==> src/rtl/cpd_pkg.sv <==
package cpd_pkg;

  typedef enum logic [2:0] {
    RGN_SCU,
    RGN_GIC_SELF,
    RGN_GIC_BANK,
    RGN_TMR_SELF,
    RGN_TMR_BANK,
    RGN_RSVD
  } rgn_e;

  localparam logic [7:0]  SCU_OFF_CTRL  = 8'h00;
  localparam logic [7:0]  SCU_OFF_CFG   = 8'h04;
  localparam logic [7:0]  SCU_OFF_STAT  = 8'h08;
  localparam logic [7:0]  SCU_OFF_INVAL = 8'h0C;
  localparam logic [7:0]  SCU_CFG_VALUE = 8'hF3;

  localparam int WIN_BITS   = 12;
  localparam int BANK_SPAN  = 256;
  localparam int SCU_TOP    = 'h100;
  localparam int GIC_BANK0  = 'h200;

  // Timer instance index: owning core in the upper bits, watchdog flag below.
  function automatic int unsigned timer_index(int unsigned cpu, logic sel_wdog);
    return cpu * 2 + int'(sel_wdog);
  endfunction

endpackage

==> src/rtl/cpd_region_dec.sv <==
module cpd_region_dec
  import cpd_pkg::*;
#(
  parameter  int NCPU   = 4,
  localparam int CPU_W  = (NCPU > 1) ? $clog2(NCPU) : 1,
  localparam int NTMR   = 2 * NCPU,
  localparam int TIDX_W = CPU_W + 1
) (
  input  logic                  req_valid,
  input  logic [WIN_BITS-1:0]   off,
  input  logic [CPU_W-1:0]      req_cpu,
  output rgn_e                  rgn,
  output logic [CPU_W-1:0]      tgt_cpu,
  output logic [TIDX_W-1:0]     tidx,
  output logic [NCPU-1:0]       gic_sel,
  output logic [NTMR-1:0]       tmr_sel
);

  localparam int TMR_SELF0 = GIC_BANK0 + NCPU * BANK_SPAN;
  localparam int TMR_BANK0 = TMR_SELF0 + BANK_SPAN;
  localparam int WIN_USED  = TMR_BANK0 + NCPU * BANK_SPAN;

  function automatic rgn_e classify(logic [WIN_BITS-1:0] a);
    int v;
    v = int'(a);
    if (v < SCU_TOP)         return RGN_SCU;
    else if (v < GIC_BANK0)  return RGN_GIC_SELF;
    else if (v < TMR_SELF0)  return RGN_GIC_BANK;
    else if (v < TMR_BANK0)  return RGN_TMR_SELF;
    else if (v < WIN_USED)   return RGN_TMR_BANK;
    else                     return RGN_RSVD;
  endfunction

  function automatic logic [CPU_W-1:0] bank_of(logic [WIN_BITS-1:0] a, int base);
    int d;
    d = (int'(a) - base) / BANK_SPAN;
    return CPU_W'(d);
  endfunction

  logic is_gic, is_tmr;

  always_comb begin
    rgn = classify(off);
    unique case (rgn)
      RGN_GIC_BANK: tgt_cpu = bank_of(off, GIC_BANK0);
      RGN_TMR_BANK: tgt_cpu = bank_of(off, TMR_BANK0);
      default:      tgt_cpu = req_cpu;
    endcase
    tidx   = TIDX_W'(timer_index(int'(tgt_cpu), off[5]));
    is_gic = req_valid && (rgn == RGN_GIC_SELF || rgn == RGN_GIC_BANK);
    is_tmr = req_valid && (rgn == RGN_TMR_SELF || rgn == RGN_TMR_BANK);
  end

  for (genvar c = 0; c < NCPU; c++) begin : g_gic
    assign gic_sel[c] = is_gic && (tgt_cpu == CPU_W'(c));
  end

  for (genvar t = 0; t < NTMR; t++) begin : g_tmr
    assign tmr_sel[t] = is_tmr && (tidx == TIDX_W'(t));
  end

endmodule

==> src/rtl/cpd_scu_regs.sv <==
module cpd_scu_regs
  import cpd_pkg::*;
#(
  parameter int DATA_W = 32
) (
  input  logic              clk,
  input  logic              rst_n,
  input  logic              acc,
  input  logic              wr,
  input  logic [7:0]        roff,
  input  logic [DATA_W-1:0] wdata,
  output logic [DATA_W-1:0] rdata,
  output logic              bad,
  output logic              ctrl_we,
  output logic              ctrl_q
);

  logic rd_ok, wr_ok;

  always_comb begin
    rd_ok = (roff == SCU_OFF_CTRL) || (roff == SCU_OFF_CFG) ||
            (roff == SCU_OFF_STAT) || (roff == SCU_OFF_INVAL);
    wr_ok = (roff == SCU_OFF_CTRL) || (roff == SCU_OFF_INVAL);
    bad     = acc && (wr ? !wr_ok : !rd_ok);
    ctrl_we = acc && wr && (roff == SCU_OFF_CTRL);
    rdata   = '0;
    if (roff == SCU_OFF_CTRL)     rdata[0]   = ctrl_q;
    else if (roff == SCU_OFF_CFG) rdata[7:0] = SCU_CFG_VALUE;
  end

  always_ff @(posedge clk) begin
    if (!rst_n)       ctrl_q <= 1'b0;
    else if (ctrl_we) ctrl_q <= wdata[0];
  end

endmodule

==> src/rtl/cpd_resp_reg.sv <==
module cpd_resp_reg
  import cpd_pkg::*;
#(
  parameter int DATA_W = 32
) (
  input  logic              clk,
  input  logic              rst_n,
  input  logic              req_valid,
  input  logic              req_write,
  input  rgn_e              rgn,
  input  logic [DATA_W-1:0] scu_rdata,
  input  logic              scu_bad,
  input  logic [DATA_W-1:0] gic_pick,
  input  logic [DATA_W-1:0] tmr_pick,
  output logic              resp_valid,
  output logic [DATA_W-1:0] resp_data,
  output logic              resp_err
);

  logic [DATA_W-1:0] rd_mux;

  always_comb begin
    unique case (rgn)
      RGN_SCU:                    rd_mux = scu_bad ? '0 : scu_rdata;
      RGN_GIC_SELF, RGN_GIC_BANK: rd_mux = gic_pick;
      RGN_TMR_SELF, RGN_TMR_BANK: rd_mux = tmr_pick;
      default:                    rd_mux = '0;
    endcase
  end

  always_ff @(posedge clk) begin
    if (!rst_n) begin
      resp_valid <= 1'b0;
      resp_data  <= '0;
      resp_err   <= 1'b0;
    end else begin
      resp_valid <= req_valid;
      resp_err   <= req_valid && scu_bad;
      resp_data  <= (req_valid && !req_write) ? rd_mux : '0;
    end
  end

endmodule

==> src/rtl/cpd_ppi_edge.sv <==
module cpd_ppi_edge #(
  parameter int N = 8
) (
  input  logic         clk,
  input  logic         rst_n,
  input  logic [N-1:0] lvl,
  output logic [N-1:0] pulse
);

  logic [N-1:0] prev;

  for (genvar i = 0; i < N; i++) begin : g_bit
    always_ff @(posedge clk) begin
      if (!rst_n) begin
        prev[i]  <= 1'b0;
        pulse[i] <= 1'b0;
      end else begin
        prev[i]  <= lvl[i];
        pulse[i] <= lvl[i] && !prev[i];
      end
    end
  end

endmodule

==> src/rtl/cluster_priv_decode.sv <==
module cluster_priv_decode
  import cpd_pkg::*;
#(
  parameter  int ADDR_W = 32,
  parameter  int DATA_W = 32,
  parameter  int NCPU   = 4,
  localparam int CPU_W  = (NCPU > 1) ? $clog2(NCPU) : 1,
  localparam int NTMR   = 2 * NCPU
) (
  input  logic                   clk,
  input  logic                   rst_n,
  input  logic                   req_valid,
  input  logic                   req_write,
  input  logic [ADDR_W-1:0]      req_addr,
  input  logic [DATA_W-1:0]      req_wdata,
  input  logic [CPU_W-1:0]       req_cpu,
  output logic                   resp_valid,
  output logic [DATA_W-1:0]      resp_data,
  output logic                   resp_err,
  output logic                   fwd_write,
  output logic [DATA_W-1:0]      fwd_wdata,
  output logic [NCPU-1:0]        gic_sel,
  output logic [7:0]             gic_offset,
  input  logic [NCPU*DATA_W-1:0] gic_rdata,
  output logic [NTMR-1:0]        tmr_sel,
  output logic [3:0]             tmr_offset,
  input  logic [NTMR*DATA_W-1:0] tmr_rdata,
  input  logic [NTMR-1:0]        tmr_irq,
  output logic [NTMR-1:0]        ppi_pulse,
  output logic                   scu_enable
);

  localparam int TIDX_W = CPU_W + 1;

  logic [WIN_BITS-1:0] off;
  rgn_e                rgn;
  logic [CPU_W-1:0]    tgt_cpu;
  logic [TIDX_W-1:0]   tidx;
  logic [DATA_W-1:0]   scu_rdata, gic_pick, tmr_pick;
  logic                scu_acc;

  // Named events for the checker.
  logic evt_scu_bad;
  logic evt_scu_wr_ctrl;
  logic evt_rsvd_hit;

  assign off        = req_addr[WIN_BITS-1:0];
  assign gic_offset = off[7:0];
  assign tmr_offset = off[3:0];
  assign fwd_write  = req_write;
  assign fwd_wdata  = req_wdata;
  assign scu_acc    = req_valid && (rgn == RGN_SCU);
  assign evt_rsvd_hit = req_valid && (rgn == RGN_RSVD);
  assign gic_pick   = gic_rdata[int'(tgt_cpu)*DATA_W +: DATA_W];
  assign tmr_pick   = tmr_rdata[int'(tidx)*DATA_W +: DATA_W];

  cpd_region_dec #(.NCPU(NCPU)) u_dec (
    .req_valid (req_valid),
    .off       (off),
    .req_cpu   (req_cpu),
    .rgn       (rgn),
    .tgt_cpu   (tgt_cpu),
    .tidx      (tidx),
    .gic_sel   (gic_sel),
    .tmr_sel   (tmr_sel)
  );

  cpd_scu_regs #(.DATA_W(DATA_W)) u_scu (
    .clk     (clk),
    .rst_n   (rst_n),
    .acc     (scu_acc),
    .wr      (req_write),
    .roff    (off[7:0]),
    .wdata   (req_wdata),
    .rdata   (scu_rdata),
    .bad     (evt_scu_bad),
    .ctrl_we (evt_scu_wr_ctrl),
    .ctrl_q  (scu_enable)
  );

  cpd_resp_reg #(.DATA_W(DATA_W)) u_resp (
    .clk        (clk),
    .rst_n      (rst_n),
    .req_valid  (req_valid),
    .req_write  (req_write),
    .rgn        (rgn),
    .scu_rdata  (scu_rdata),
    .scu_bad    (evt_scu_bad),
    .gic_pick   (gic_pick),
    .tmr_pick   (tmr_pick),
    .resp_valid (resp_valid),
    .resp_data  (resp_data),
    .resp_err   (resp_err)
  );

  cpd_ppi_edge #(.N(NTMR)) u_ppi (
    .clk   (clk),
    .rst_n (rst_n),
    .lvl   (tmr_irq),
    .pulse (ppi_pulse)
  );

endmodule

==> config.mk <==
export PLATFORM = sky130hd
export DESIGN_NAME = cluster_priv_decode
export DESIGN_NICKNAME = d
export VERILOG_FILES = /design/src/rtl/cpd_pkg.sv /design/src/rtl/cpd_region_dec.sv /design/src/rtl/cpd_scu_regs.sv /design/src/rtl/cpd_resp_reg.sv /design/src/rtl/cpd_ppi_edge.sv /design/src/rtl/cluster_priv_decode.sv
export SDC_FILE = /design/constraint.sdc
export NUM_CORES = 1
export LEC_CHECK = 0
export BUFFER_PORTS_ARGS = -buffer_cell sky130_fd_sc_hd__clkbuf_2
export CORE_AREA = 5 5 217 219
export DETAILED_ROUTE_END_ITERATION = 10
export DIE_AREA = 0 0 222 224
export MAX_ROUTING_LAYER = met4
export SYNTH_ARGS = -nofsm -noshare
export SYNTH_HDL_FRONTEND = slang
export SYNTH_HIERARCHICAL = 1
export SYNTH_SLANG_ARGS = --single-unit
==> constraint.sdc <==
create_clock -name clk -period 4.8 [get_ports clk]
set_input_delay 0.48 -clock clk [delete_from_list [all_inputs] [get_ports clk]]
set_output_delay 0.48 -clock clk [all_outputs]
set_load 0.05 [all_outputs]
==> out/metrics.yaml <==
status: "finished clean"
synth_cell_types: 61
max_freq_mhz: 268
avgRoutedWirePerCell_um: 20.9
row_count: 78
max-cap-violations: 0
io_pins: 562
root_buffer: "clkbuf_16"
grt_pass1_wl_um: 46600
htreeDepth: 2
grt_pass1_vias: 6876
ys_top_cells_by_area: "mux4_2, mux4_1, dfxtp_1, buf_4, mux2_2"
cts_tree: "done"
setup_slack_ns: 1.06
synth-edff-count: 0
multiInputGateArea_um2: 4700
core-area_um2: 44900
dieHeight_um: 224
cts_hold_buf: 0
vias: 6637
regArea_um2: 1020
reg2reg_to: "u_resp/resp_data[0]"
yosysWarnings: 6
seqPwrFrac_pct: 24.2
place_congestion: 1.06
antenna_found_initial: 7
rsz0062_at_grt: "no"
fin_area_um2: 9220
switching_power_mw: 0.701
end_kind: "flip-flop"
grt_usage_pct: 12.9
tns_ns: 0
skew_ns: 0.00401
clk_pin_slew_worst_paths_ns: 0.08
cp_max_fo: 38
stdcell_count: 1587
hold_slack_ns: 0.381
place_area_um2: 9050
min_period_over_period_pct: 77.9
slew_viol_final: 0
chipWidth_um: 222
vias_per_cell: 4.18
min_path_cells: 2
synth.avg_cell_area_um2: 11.1
area_growth_syn_to_layout_pct: 42.2
ant_nets: 0
holdPathEnd: "u_ppi/prev[4]"
dr.pass1.iters: 5
min_path_type: "primary input to flip-flop"
finalHoldViolations: 0
cts_buffer_depth: 2
drcViolationCount: 0
worstPathRequired_ns: 4.99
drt_iter0_markers: 413
combPwrFrac_pct: 54.3
insertion_delay_ns: 0.31
clkSinkCount: 51
pre_cts_ws_ns: 0.745
syn-cell-area_um2: 6490
final_nets: 1444
async_reset_ff_share_pct: 0
crit_path_start_kind: "primary input"
cts_buffers: 5
crit_type: "primary input to flip-flop"
placed_cells: 1571
slew_headroom_pct: 21.8
period_minus_slack_ns: 3.74
p_total_mw: 1.82
die_area_um2: 49700
critPathArrivalTime_ns: 3.93
ir_drop_v: 0.000116
reg2reg_from: "u_scu/ctrl_q"
cts_setup_buffers: 0
fillCellCount: 4910
ys_ff_latch: 51
synthCells: 582
io_buffers: 479
hold_start: "tmr_irq[4]"
start_util_pct: 14.5
synth_ff_type: "dfxtp_1"
grt_max_degree: 53
grt-ovfl-total: 0
tightest_slew_ns: 1.17
internal-power_mw: 1.12
ctsResizeCount: 0
r2r.worst_path.cells: 3
setup_viol: 0
ys_seq_area_share_pct: 15.7
synth_top_area_share_pct: 19.4
rrSetupSlack_ns: 3.78
cellPowerDensity_nw_per_um2: 198
p_leak_nw: 4.14
clockPowerShare_pct: 21.5
synth_area_leader_cell: "mux4_2"
switching_share_pct: 38.5
routed_wl_um: 33200
drive_above_1_share_pct: 65.3
finalCoreUtilization_pct: 20.5
hpwlAfterDp_um: 28700
[how the worst max path moves through the flow]
stage / start / to / slack, ns / depth (start not counted)
5_1_grt: req_addr[5] / u_resp/resp_data[6] / 0.87 / 14
3_5_place_dp: req_addr[1] / u_resp/resp_data[20] / 0.75 / 14
6_report: req_addr[1] / u_resp/resp_data[20] / 1.06 / 14
3_3_place_gp: req_addr[1] / u_resp/resp_data[13] / 0.76 / 14
4_1_cts: req_addr[1] / u_resp/resp_data[20] / 1.08 / 14
2_1_floorplan: req_addr[1] / u_resp/resp_data[3] / 1.06 / 15
[cell usage in the layout (no fill, tap or decap), types with 17 or more instances in the layout]
cell / instances
conb_1: 26
and2_1: 20
mux4_1: 40
nor2_1: 19
o21ai_0: 17
nand3_1: 32
mux4_2: 56
clkbuf_2: 478
mux2_2: 49
buf_4: 17
a21oi_1: 20
dfxtp_1: 51
nor3b_1: 18
[cells by family (layout without fill, tap and decap cells)]
logic type / count (synthesis) / count (layout) / synth area share [%]
compound gates: 98 / 98 / 10.7
xor+xnor: 3 / 3 / 0.521
fa+ha+maj: 4 / 4 / 0.771
buf+inv: 139 / 511 / 14.0
flops: 51 / 51 / 15.7
mux: 150 / 150 / 45.0
other cells: 1 / 34 / 0.0578
simple gates: 136 / 136 / 13.3
[final cells by class]
cell class,instances,area share (%)
Clock buffer,5,1.36
Sequential cell,51,11.1
Multi-Input combinational cell,417,50.9
Antenna cell,8,0.217
Tap cell,600,8.14
Timing Repair Buffer,497,27.8
Clock inverter,3,0.312
Inverter,6,0.244
[cell usage after synthesis, drive strengths merged (4+ instances only)]
cell type / count
clkbuf: 24
mux4: 96
and2: 27
a21oi: 20
o21ai: 18
nor2: 19
nand2: 8
dfxtp: 51
ha: 4
inv: 6
a32oi: 16
mux2: 51
a22oi: 16
nor3b: 20
and3b: 8
a31oi: 18
nand3: 33
buf: 109
[layer usage]
| layer | global-route usage [%] | vias up | share of wire (%) |
|---|---|---|---|
| met2 | 19.8 | 329 | 46 |
| met5 | - | - | 0 |
| met4 | 4.43 | 0 | 2.6 |
| met1 | 16.9 | 3222 | 45 |
| met3 | 3.04 | 50 | 6.7 |
| li1 | - | 3036 | - |
[flip-flops by register name (all words and copies together) (netlist names)]
register,cells
u_resp/resp_err,1
u_resp/resp_valid,1
u_scu/ctrl_q,1
u_resp/resp_data,32
u_ppi/prev,8
u_ppi/pulse,8
[power groups by stage]
stage	clock [mW]	combinational, mW	sequential, mW
finish	0.393	0.990	0.441
global placement	0	0.994	0.451
detailed placement	0	1.00	0.451
global route	0.438	1.08	0.443
floorplan	0	0.672	0.489
CTS	0.427	1.01	0.441
[critical path, stage by stage]
cell and delay, ns:
clkbuf_2 0.12, nor4_1 0.30, a21oi_1 0.14, nor3b_1 0.16, ha_1 0.20, or4b_4 0.51, o221ai_4 0.10, mux2_4 0.39
buf_12 0.26, mux4_1 0.37, mux2_2 0.31, mux2_2 0.27, a22oi_1 0.17, a21oi_1 0.10
No activity file was read; power rests on OpenSTA's default activity.
